===== src/rtl/cascade_irq_ctrl.sv =====
module cascade_irq_ctrl #(
  parameter int N_SRC  = 16,
  parameter int ADDR_W = 8
) (
  input  logic              clk,
  input  logic              rst_n,
  input  logic [N_SRC-1:0]  src_i,
  input  logic [ADDR_W-1:0] bus_addr,
  input  logic              bus_we,
  input  logic [N_SRC-1:0]  bus_wdata,
  output logic [N_SRC-1:0]  bus_rdata,
  output logic              irq_o
);

  localparam int WIDX_W = ADDR_W - 2;
  localparam logic [WIDX_W-1:0] IDX_PEND   = WIDX_W'(0);
  localparam logic [WIDX_W-1:0] IDX_UNMASK = WIDX_W'(1);
  localparam logic [WIDX_W-1:0] IDX_MASK   = WIDX_W'(2);
  localparam logic [WIDX_W-1:0] IDX_ENABLE = WIDX_W'(3);

  logic [N_SRC-1:0] sync1_q, sync2_q;
  logic [N_SRC-1:0] pend_q, mask_q, en_q;
  logic [WIDX_W-1:0] widx;
  logic wr_pend, wr_unmask, wr_mask, wr_en;
  logic unused_lsb;

  assign widx       = bus_addr[ADDR_W-1:2];
  assign unused_lsb = ^bus_addr[1:0];

  assign wr_pend   = bus_we && (widx == IDX_PEND);
  assign wr_unmask = bus_we && (widx == IDX_UNMASK);
  assign wr_mask   = bus_we && (widx == IDX_MASK);
  assign wr_en     = bus_we && (widx == IDX_ENABLE);

  always_ff @(posedge clk or negedge rst_n) begin
    if (!rst_n) begin
      sync1_q <= '0;
      sync2_q <= '0;
    end else begin
      sync1_q <= src_i;
      sync2_q <= sync1_q;
    end
  end

  always_ff @(posedge clk or negedge rst_n) begin
    if (!rst_n) begin
      mask_q <= '1;
      en_q   <= '0;
      pend_q <= '0;
    end else begin
      if (wr_mask)
        mask_q <= mask_q | bus_wdata;
      else if (wr_unmask)
        mask_q <= mask_q & ~bus_wdata;
      if (wr_en)
        en_q <= en_q | bus_wdata;
      pend_q <= (pend_q & ~(wr_pend ? bus_wdata : '0)) | (sync2_q & en_q);
    end
  end

  always_comb begin
    case (widx)
      IDX_PEND:   bus_rdata = pend_q;
      IDX_UNMASK: bus_rdata = ~mask_q;
      IDX_MASK:   bus_rdata = ~mask_q;
      IDX_ENABLE: bus_rdata = en_q;
      default:    bus_rdata = '0;
    endcase
  end

  assign irq_o = |(pend_q & ~mask_q);

  AST_MASK_SETS: assert property (@(posedge clk) disable iff (!rst_n)
    wr_mask |=> ((mask_q & $past(bus_wdata)) == $past(bus_wdata)));

  AST_UNMASK_CLEARS: assert property (@(posedge clk) disable iff (!rst_n)
    wr_unmask |=> ((mask_q & $past(bus_wdata)) == '0));

  AST_ACK_CLEARS: assert property (@(posedge clk) disable iff (!rst_n)
    wr_pend |=> ((pend_q & $past(bus_wdata) & ~$past(sync2_q & en_q)) == '0));

  AST_PEND_STICKY: assert property (@(posedge clk) disable iff (!rst_n)
    !wr_pend |=> ((~pend_q & $past(pend_q)) == '0));

  AST_ONLY_ENABLED_SET: assert property (@(posedge clk) disable iff (!rst_n)
    1'b1 |=> ((pend_q & ~$past(pend_q) & ~$past(en_q)) == '0));

  AST_MASKED_QUIET: assert property (@(posedge clk) disable iff (!rst_n)
    (&mask_q) |-> !irq_o);

endmodule


===== config.mk =====
export PLATFORM = sky130hd
export DESIGN_NAME = cascade_irq_ctrl
export DESIGN_NICKNAME = d
export VERILOG_FILES = /design/src/rtl/cascade_irq_ctrl.sv
export SDC_FILE = /design/constraint.sdc
export NUM_CORES = 1
export LEC_CHECK = 0
export BUFFER_PORTS_ARGS = -buffer_cell sky130_fd_sc_hd__buf_4
export CAP_MARGIN = 20
export CORE_UTILIZATION = 50
export CTS_CLUSTER_SIZE = 10
export DETAILED_ROUTE_END_ITERATION = 6
export GPL_ROUTABILITY_DRIVEN = 1
export PLACE_DENSITY = 0.85
export SETUP_SLACK_MARGIN = 0.5
export SYNTH_ARGS = -nofsm -noshare
export SYNTH_HDL_FRONTEND = slang
export SYNTH_SLANG_ARGS = --single-unit

===== constraint.sdc =====
create_clock -name clk -period 1.22 [get_ports clk]
set_input_delay 0.183 -clock clk [delete_from_list [all_inputs] [get_ports clk]]
set_output_delay 0.183 -clock clk [all_outputs]
set_load 0.05 [all_outputs]

==> impl_metrics.py, run 1 <==
metrics = {
    "setup_path": {
        "slowest_stage": "dfstp_2",
        "crit_path_end_kind": "output pin",
        "worst-path-buf-inv": 1,
        "crit_chain": "nor2b_1, a2111oi_2, nand4_1, buf_6",
        "critPathKind": "reg2out",
        "required_ns": 1.04,
        "critPathMaxStageDelay_ns": 0.55,
        "critPathTopFamily": "flip-flops",
        "cp-start-kind": "flip-flop",
        "arrival_ns": 1.71,
        "critPathMaxFanout": 2,
        "r2r_slack_ns": 0.05,
    },
    "flow_run": {
        "maxCapViolations": 0,
    },
    "drt": {
        "drt-total-wl_um": 11100,
        "first_pass_iters": 5,
        "drc": 0,
        "drtIter0Drc": 230,
        "vias": 3275,
        "drt-vias-per-instance": 6.19,
        "routedWlPerCell_um": 21.0,
        "ant_nets": 0,
    },
    "place": {
        "dpl.cell_count": 487,
        "dp_hpwl_um": 6150,
        "gp_congestion": 0.800,
        "portBuffers": 57,
        "place_ws_ns": -0.760,
    },
    "global_routing": {
        "use_met2": 0.524,
        "grtUsageMet1": 0.363,
        "grt.overflow.total": 0,
        "grt_pass1_wl_um": 17100,
        "antenna_found_initial": 0,
        "first_global_vias": 3500,
        "busiest_layer": "met2",
        "grt_use_total": 0.315,
        "grt_start_max_net_pins": 40,
        "grt_util_met3": 0.0914,
    },
    "pwr": {
        "peakVddDrop_mv": 0.775,
        "powerDensity_nw_per_um2": 1180,
        "power_frac_seq": 0.473,
        "swShare": 0.269,
        "switching_power_mw": 1.72,
        "pwr-share-clk": 0.328,
        "p_comb_frac": 0.199,
        "internal_power_mw": 4.67,
        "p_leak_nw": 2.41,
    },
    "synthesis": {
        "syn_nets": 347,
        "synth_edf_count": 0,
        "synthArstFlopShare": 1.00,
        "synth.most_common_cell": "dfrtp_1",
        "synth_seq_cells": 80,
        "synth_ff_type": "dfrtp_1",
        "syn_area_per_cell_sq_um": 11.4,
        "synth_top_area_share": 0.462,
        "netlist_top_cells_count": "dfrtp_1, nor2b_1, nor2_1",
        "synthTopCellsByArea": "dfrtp_1, dfstp_2, nor2b_1",
        "ys.warnings.count": 0,
        "synthCells": 304,
        "yosys.area.top_type": "dfrtp_1",
        "ys_seq_area_frac": 0.583,
        "synth_area_sq_um": 3470,
        "synth_cell_types": 28,
    },
    "sta": {
        "fin_skew_ns": 0.00889,
        "fin_hold_ws_ns": -0.256,
        "max_slew_margin": 0.735,
        "hold_violations": 16,
        "tightestPinTransition_ns": 0.398,
        "fin_crit_sh": 1.55,
        "finalSetupViolCount": 33,
        "fmaxAchievable_ghz": 0.528,
        "min_period_ns": 1.90,
        "slew_viol_final": 0,
        "finalSetupTns_ns": -14.08,
        "worst_slack_ns": -0.675,
        "rsz0062_at_grt": "yes",
    },
    "clock_network": {
        "cts_buffers": 9,
        "clk_path_buf_depth": 2,
        "clk_latency_ns": 0.36,
        "cts.clk_slew.worst_paths_ns": 0.08,
        "cts_tree": "yes",
        "cts_hold_buf": 16,
        "h-tree-depth": 3,
        "clock_sinks": 80,
        "root_buffer": "clkbuf_8",
    },
    "floorplanning": {
        "ios": 60,
        "die_w_um": 85.3,
        "core_area_sq_um": 6530,
        "rows": 29,
        "start_util": 0.531,
        "die_height_um": 85.3,
        "die_area_sq_um": 7280,
    },
    "run_status": {
        "status": "finished, violations left",
        "violations": "hold timing, setup timing",
    },
    "cells_and_area": {
        "post-route-util": 0.830,
        "fill_cells": 317,
        "drive_gt1_frac": 0.471,
        "final_cell_count_no_fill": 529,
        "syn2layout_area_growth_pct": 56.3,
        "layout.nets": 490,
        "diodes": 0,
    },
    "hold_path": {
        "hold_class": "in2async",
    },
}
-- placed cells by master (no fill, tap or decap), types with 3 or more instances in the layout --
| master | instances |
|---|---|
| a2111oi_2 | 3 |
| nor2_1 | 20 |
| buf_6 | 50 |
| nand2b_1 | 3 |
| a21oi_2 | 6 |
| dlygate4sd3_1 | 16 |
| o21ai_1 | 9 |
| buf_12 | 7 |
| a221o_1 | 16 |
| o21ai_2 | 3 |
| dfstp_2 | 16 |
| nor2_4 | 3 |
| a211o_1 | 15 |
| a21o_1 | 16 |
| and2_1 | 12 |
| nor2_2 | 5 |
| buf_4 | 81 |
| a21oi_4 | 10 |
| clkbuf_8 | 12 |
| dfrtp_1 | 64 |
| nor2b_1 | 28 |
| a22o_1 | 15 |
| nand4_1 | 16 |
| inv_2 | 3 |
| o211ai_1 | 3 |
-- metal layers --
metal / part of all wire / vias up
met1: 0.38 / 1629
met3: 0.073 / 50
met2: 0.50 / 185
met4: 0.049 / 0
li1: - / 1411
met5: 0 / -
-- kinds of logic after synthesis --
logic type             after synthesis  synth area share
AOI/OAI and AO/OA                  102             0.224
buffers and inverters               27            0.0357
and+or+nand+nor                     95             0.158
DFF                                 80             0.583
-- metrics by stage --
stage	instance area [sq um]	power, mW
after floorplan	3660	3.48
after global placement	4650	4.01
after detailed placement	4650	4.06
after CTS	5320	6.29
after global routing	5420	6.64
final	5420	6.40
-- area by class of cell --
| class | instances | area (sq um) | share of cell area |
|---|---|---|---|
| Clock buffer | 14 | 173 | 0.0318 |
| Inverter | 4 | 15.0 | 0.00277 |
| Clock inverter | 2 | 37.5 | 0.00692 |
| Tap cell | 77 | 96.3 | 0.0178 |
| Timing Repair Buffer | 154 | 1470 | 0.271 |
| Sequential cell | 80 | 2020 | 0.373 |
| Multi-Input combinational cell | 198 | 1610 | 0.297 |
-- power by group through the flow --
stage,registers [mW],clock network (mW),logic [mW]
floorplan,3.04,0,0.441
CTS,3.01,2.09,1.19
global placement,3.03,0,0.983
detailed placement,3.04,0,1.02
global route,3.05,2.24,1.35
finish,3.03,2.10,1.27
-- timing repair --
action                     CTS  global route
pin swaps                   38            26
gates cloned                 1             0
setup endpoints to repair   65            65
resized for setup           77            23
buffers inserted             5             4
hold endpoints to repair    32            16
-- worst paths after layout --
path                                    from                          to  cells past startpoint
worst max-delay path               flip-flop                       irq_o                      4
worst min-delay path                   rst_n                    en_q[13]                      1
worst max register to register    pend_q[10]                  pend_q[10]                      4
worst min register to register    sync1_q[4]                  sync2_q[4]                      0
max in group asynchronous              rst_n  asynchronous set/reset pin                      2
min in group clk                bus_wdata[6]                     en_q[6]                      2
Note: power is estimated with default switching activity, not from simulation.
==> run 2, diff against run 1 <==
Settings changed: CORE_UTILIZATION 50 to 55, PLACE_DENSITY 0.85 to 0.88.
Clock period 1.22 ns to 1.9 ns, I/O delays scaled along.
==> run 2 against run 1 <==
  * The flow finishes with violations (setup timing)
  * Global-route usage grew 1.1 points
  * Register-to-register slack better by 0.76 ns
  * Highest routed layer unchanged
  * Via count is 4.9% lower
  * Critical endpoint unchanged
  * Final cell count down 10%
  * Final area shrank 9.4%
==> impl_metrics.py, run 2 (synthesis gave the netlist of run 1 again) <==
metrics = {
    "clock_network": {
        "clk_latency_ns": 0.36,
        "root_buffer": "clkbuf_8",
        "cts_tree": "yes",
        "h-tree-depth": 3,
        "cts_buffers": 9,
        "cts.clk_slew.worst_paths_ns": 0.09,
        "clk_path_buf_depth": 2,
        "clock_sinks": 80,
    },
    "sta": {
        "rsz0062_at_grt": "yes",
        "tightestPinTransition_ns": 0.490,
        "min_period_ns": 2.03,
        "fin_crit_sh": 1.07,
        "slew_viol_final": 0,
        "fin_skew_ns": 0.00987,
        "max_slew_margin": 0.673,
        "hold_violations": 0,
        "fmaxAchievable_ghz": 0.493,
        "worst_slack_ns": -0.130,
        "finalSetupViolCount": 3,
    },
    "global_routing": {
        "grt_use_total": 0.326,
        "grt.overflow.total": 0,
        "grt_start_max_net_pins": 81,
        "grt_pass1_wl_um": 15300,
        "antenna_found_initial": 0,
        "first_global_vias": 3047,
    },
    "cells_and_area": {
        "design_area_sq_um": 4910,
        "final_cell_mix": "buf_4, dfrtp_1, nor2_1",
        "seqCellArea_sq_um": 2020,
        "syn2layout_area_growth_pct": 41.6,
        "multi_input_area_sq_um": 1640,
        "drive_gt1_frac": 0.424,
        "fill_cells": 307,
        "layout.nets": 437,
        "final_cell_count_no_fill": 474,
        "diodes": 0,
        "final_common_cell": "buf_4",
    },
    "setup_path": {
        "critPathKind": "reg2out",
        "r2r_cells": 3,
        "critPathMaxFanout": 3,
        "worstSetupEndpoint": "irq_o",
        "rr_endpoint": "pend_q[0]",
        "arrival_ns": 1.75,
        "crit_path_end_kind": "output pin",
        "reg2reg_from": "pend_q[0]",
        "required_ns": 1.62,
        "cp-start-kind": "flip-flop",
        "r2r_slack_ns": 0.81,
    },
    "run_status": {
        "status": "finished, violations left",
        "violations": "setup timing",
    },
    "pwr": {
        "p_leak_nw": 2.15,
        "powerDensity_nw_per_um2": 800,
        "peakVddDrop_mv": 0.599,
        "power_mw": 3.93,
    },
    "place": {
        "gp_congestion": 0.754,
        "portBuffers": 57,
        "place_ws_ns": -0.188,
        "dpl.cell_count": 428,
        "dp_hpwl_um": 5300,
        "place_area_sq_um": 4160,
    },
    "floorplanning": {
        "die_height_um": 81.4,
        "ios": 60,
        "core_area_sq_um": 5990,
        "start_util": 0.579,
        "die_area_sq_um": 6630,
        "die_w_um": 81.4,
        "rows": 28,
    },
    "drt": {
        "vias": 3113,
        "drc": 0,
        "first_pass_iters": 7,
        "routedWlPerCell_um": 22.4,
        "drtIter0Drc": 282,
        "drt-vias-per-instance": 6.57,
        "drt-total-wl_um": 10600,
        "ant_nets": 0,
    },
    "hold_path": {
        "hold_class": "in2reg",
    },
    "flow_run": {
        "maxCapViolations": 0,
    },
}
run 2: cell types whose count changed in the layout (fill, tap and decap cells not counted), sizes merged:
cell         before  now
clkbuf           14   10
clkinvlp          1    2
buf             138  100
clkinv            0    2
inv               4    5
dlygate4sd3      16    1
run 2: power breakdown:
| group | internal (mW) | switching (mW) |
|---|---|---|
| Sequential | 1.86 | 0.0915 |
| Clock | 0.647 | 0.655 |
| Combinational | 0.310 | 0.367 |
| Total | 2.82 | 1.11 |
run 2: layout make-up:
class / count / share of cell area
Timing Repair Buffer: 101 / 0.191
Clock buffer: 10 / 0.0280
Multi-Input combinational cell: 198 / 0.333
Clock inverter: 6 / 0.0138
Sequential cell: 80 / 0.412
Tap cell: 75 / 0.0191
Inverter: 4 / 0.00306
run 2: critical path: stages (launching register included):
cell and delay (ns):
dfstp_2 0.57, nor2b_2 0.06, a2111oi_4 0.37, nand4_1 0.19, buf_6 0.19
run 2: how the worst min path moves through the flow:
stage | endpoint | start | depth (start not counted)
after floorplan | en_q[0] | rst_n | 0
after CTS | sync1_q[11] | src_i[11] | 1
final | sync1_q[11] | src_i[11] | 1
after detailed placement | sync1_q[13] | rst_n | 2
after global routing | sync1_q[4] | src_i[4] | 1
after global placement | sync2_q[11] | sync1_q[11] | 0
run 2: metal layers:
layer  vias up  part of all wire  track usage
met5         -                 0            0
met4         0             0.055        0.227
met3        61             0.087       0.0689
met2       202              0.49        0.535
met1      1546              0.37        0.381
li1       1304                 -            -
run 2: what timing repair did:
item,4_1_cts,5_1_grt
setup endpoints to repair,33,33
setup buffers,15,11
gates resized for setup,63,12
pin swaps,23,10
hold buffers,1,0
hold endpoints to repair,64,0
cloned,3,0
run 2: through the flow:
stage	utilization	hold slack, ns	TNS (ns)
5_1_grt	0.820	0.0135	-0.320
3_3_place_gp	0.695	0.332	-2.25
4_1_cts	0.797	0.0171	-0.0882
3_5_place_dp	0.695	0.336	-2.47
2_1_floorplan	-	-0.0106	-2.81
6_report	0.820	0.0190	-0.213
==> run 3, diff against run 2 <==
Settings changed: RECOVER_POWER set to 25.
==> run 3 against run 2 <==
  * The run still ends with setup timing left
  * Largest cell class unchanged
  * Sequential share of layout area up 0.11 points
  * Final area decreased by 0.25%
  * Hold slack better by 0.022 ns
  * Flip-flop and latch count did not move
==> impl_metrics.py, run 3 (synthesis gave the netlist of run 1 again) <==
metrics = {
    "floorplanning": {
        "die_w_um": 81.4,
        "rows": 28,
        "die_height_um": 81.4,
        "start_util": 0.579,
        "die_area_sq_um": 6630,
        "ios": 60,
        "core_area_sq_um": 5990,
    },
    "setup_path": {
        "cp-start-kind": "flip-flop",
        "required_ns": 1.62,
        "crit_path_end_kind": "output pin",
        "critPathKind": "reg2out",
        "critPathMaxFanout": 3,
        "arrival_ns": 1.73,
    },
    "clock_network": {
        "cts_tree": "yes",
        "root_buffer": "clkbuf_8",
        "clock_sinks": 80,
        "cts.clk_slew.worst_paths_ns": 0.09,
        "clk_path_buf_depth": 2,
        "h-tree-depth": 3,
        "clk_latency_ns": 0.36,
        "cts_buffers": 9,
    },
    "hold_path": {
        "hold_class": "in2reg",
    },
    "sta": {
        "tightestPinTransition_ns": 1.05,
        "finalSetupViolCount": 3,
        "min_period_ns": 2.01,
        "fin_hold_ws_ns": 0.0409,
        "worst_slack_ns": -0.113,
        "rsz0062_at_grt": "yes",
        "fin_crit_sh": 1.06,
        "fmaxAchievable_ghz": 0.497,
        "finalSetupTns_ns": -0.194,
        "fin_skew_ns": 0.00921,
        "hold_violations": 0,
        "max_slew_margin": 0.300,
        "slew_viol_final": 0,
    },
    "run_status": {
        "violations": "setup timing",
        "status": "finished, violations left",
    },
    "place": {
        "portBuffers": 57,
        "gp_congestion": 0.754,
        "dp_hpwl_um": 5300,
        "dpl.cell_count": 428,
    },
    "global_routing": {
        "first_global_vias": 3047,
        "grt_use_total": 0.326,
        "grt_pass1_wl_um": 15300,
        "grt_start_max_net_pins": 81,
        "antenna_found_initial": 0,
        "grt.overflow.total": 0,
    },
    "drt": {
        "drt-total-wl_um": 10500,
        "routedWlPerCell_um": 22.1,
        "drc": 0,
        "drtIter0Drc": 352,
        "drt-vias-per-instance": 6.56,
        "ant_nets": 0,
        "vias": 3108,
        "first_pass_iters": 5,
    },
    "cells_and_area": {
        "final_cell_count_no_fill": 474,
        "syn2layout_area_growth_pct": 41.2,
        "fill_cells": 307,
        "drive_gt1_frac": 0.424,
        "final_cell_mix": "dfrtp_1, buf_4, nor2_1",
        "diodes": 0,
        "final_common_cell": "dfrtp_1",
        "layout.nets": 437,
        "post-route-util": 0.818,
    },
    "flow_run": {
        "maxCapViolations": 0,
    },
    "pwr": {
        "peakVddDrop_mv": 0.597,
        "p_leak_nw": 2.15,
        "powerDensity_nw_per_um2": 800,
    },
}
-- run 3: layout make-up --
type                            instances  area, sq um  area share
Multi-Input combinational cell        198         1640       0.334
Timing Repair Buffer                  101          927       0.189
Clock buffer                           10          138      0.0281
Clock inverter                          6         67.6      0.0138
Tap cell                               75         93.8      0.0192
Inverter                                4         15.0     0.00306
Sequential cell                        80         2020       0.413
-- run 3: final timing paths --
kind,startpoint,end,slack (ns),cells after the start
worst max-delay path,flip-flop,irq_o,-0.11,4
worst max register to register,pend_q[0],pend_q[0],0.81,3
min in group asynchronous,rst_n,sync1_q[13],0.78,3
max in group asynchronous,rst_n,pend_q[7],0.38,3
worst min-delay path,src_i[11],sync1_q[11],0.04,1
worst min register to register,sync1_q[12],sync2_q[12],0.35,0
-- run 3: report_power, final --
group | switching, mW | leakage, nW | internal, mW
clock | 0.654 | 0.0989 | 0.647
sequential | 0.0914 | 0.891 | 1.86
combinational | 0.364 | 1.16 | 0.305
total | 1.11 | 2.15 | 2.81
-- run 3: routing by layer --
metal | vias up | part of all wire | track usage
li1 | 1303 | - | -
met1 | 1518 | 0.38 | 0.381
met2 | 225 | 0.49 | 0.535
met3 | 62 | 0.084 | 0.0689
met4 | 0 | 0.054 | 0.227
met5 | - | 0 | 0
-- run 3: critical path, stage by stage (launching register included) --
cell and delay (ns):
dfstp_2 0.56, nor2b_2 0.06, a2111oi_4 0.37, nand4_1 0.18
buf_6 0.19
-- run 3: repair_timing --
action,4_1_cts,5_1_grt
resized for setup,63,12
hold buffers,1,0
setup endpoints to repair,33,33
gates cloned,3,0
buffers inserted,15,11
endpoints found under the hold margin,64,0
pin swaps,23,10
-- run 3: per-stage QoR --
step / total power [mW] / setup slack [ns] / instance area (sq um)
after CTS: 3.84 / -0.0882 / 4780
final: 3.92 / -0.113 / 4900
after detailed placement: 2.45 / -0.188 / 4160
after floorplan: 2.24 / -0.177 / 3640
after global placement: 2.43 / -0.156 / 4160
after global routing: 4.06 / -0.155 / 4900
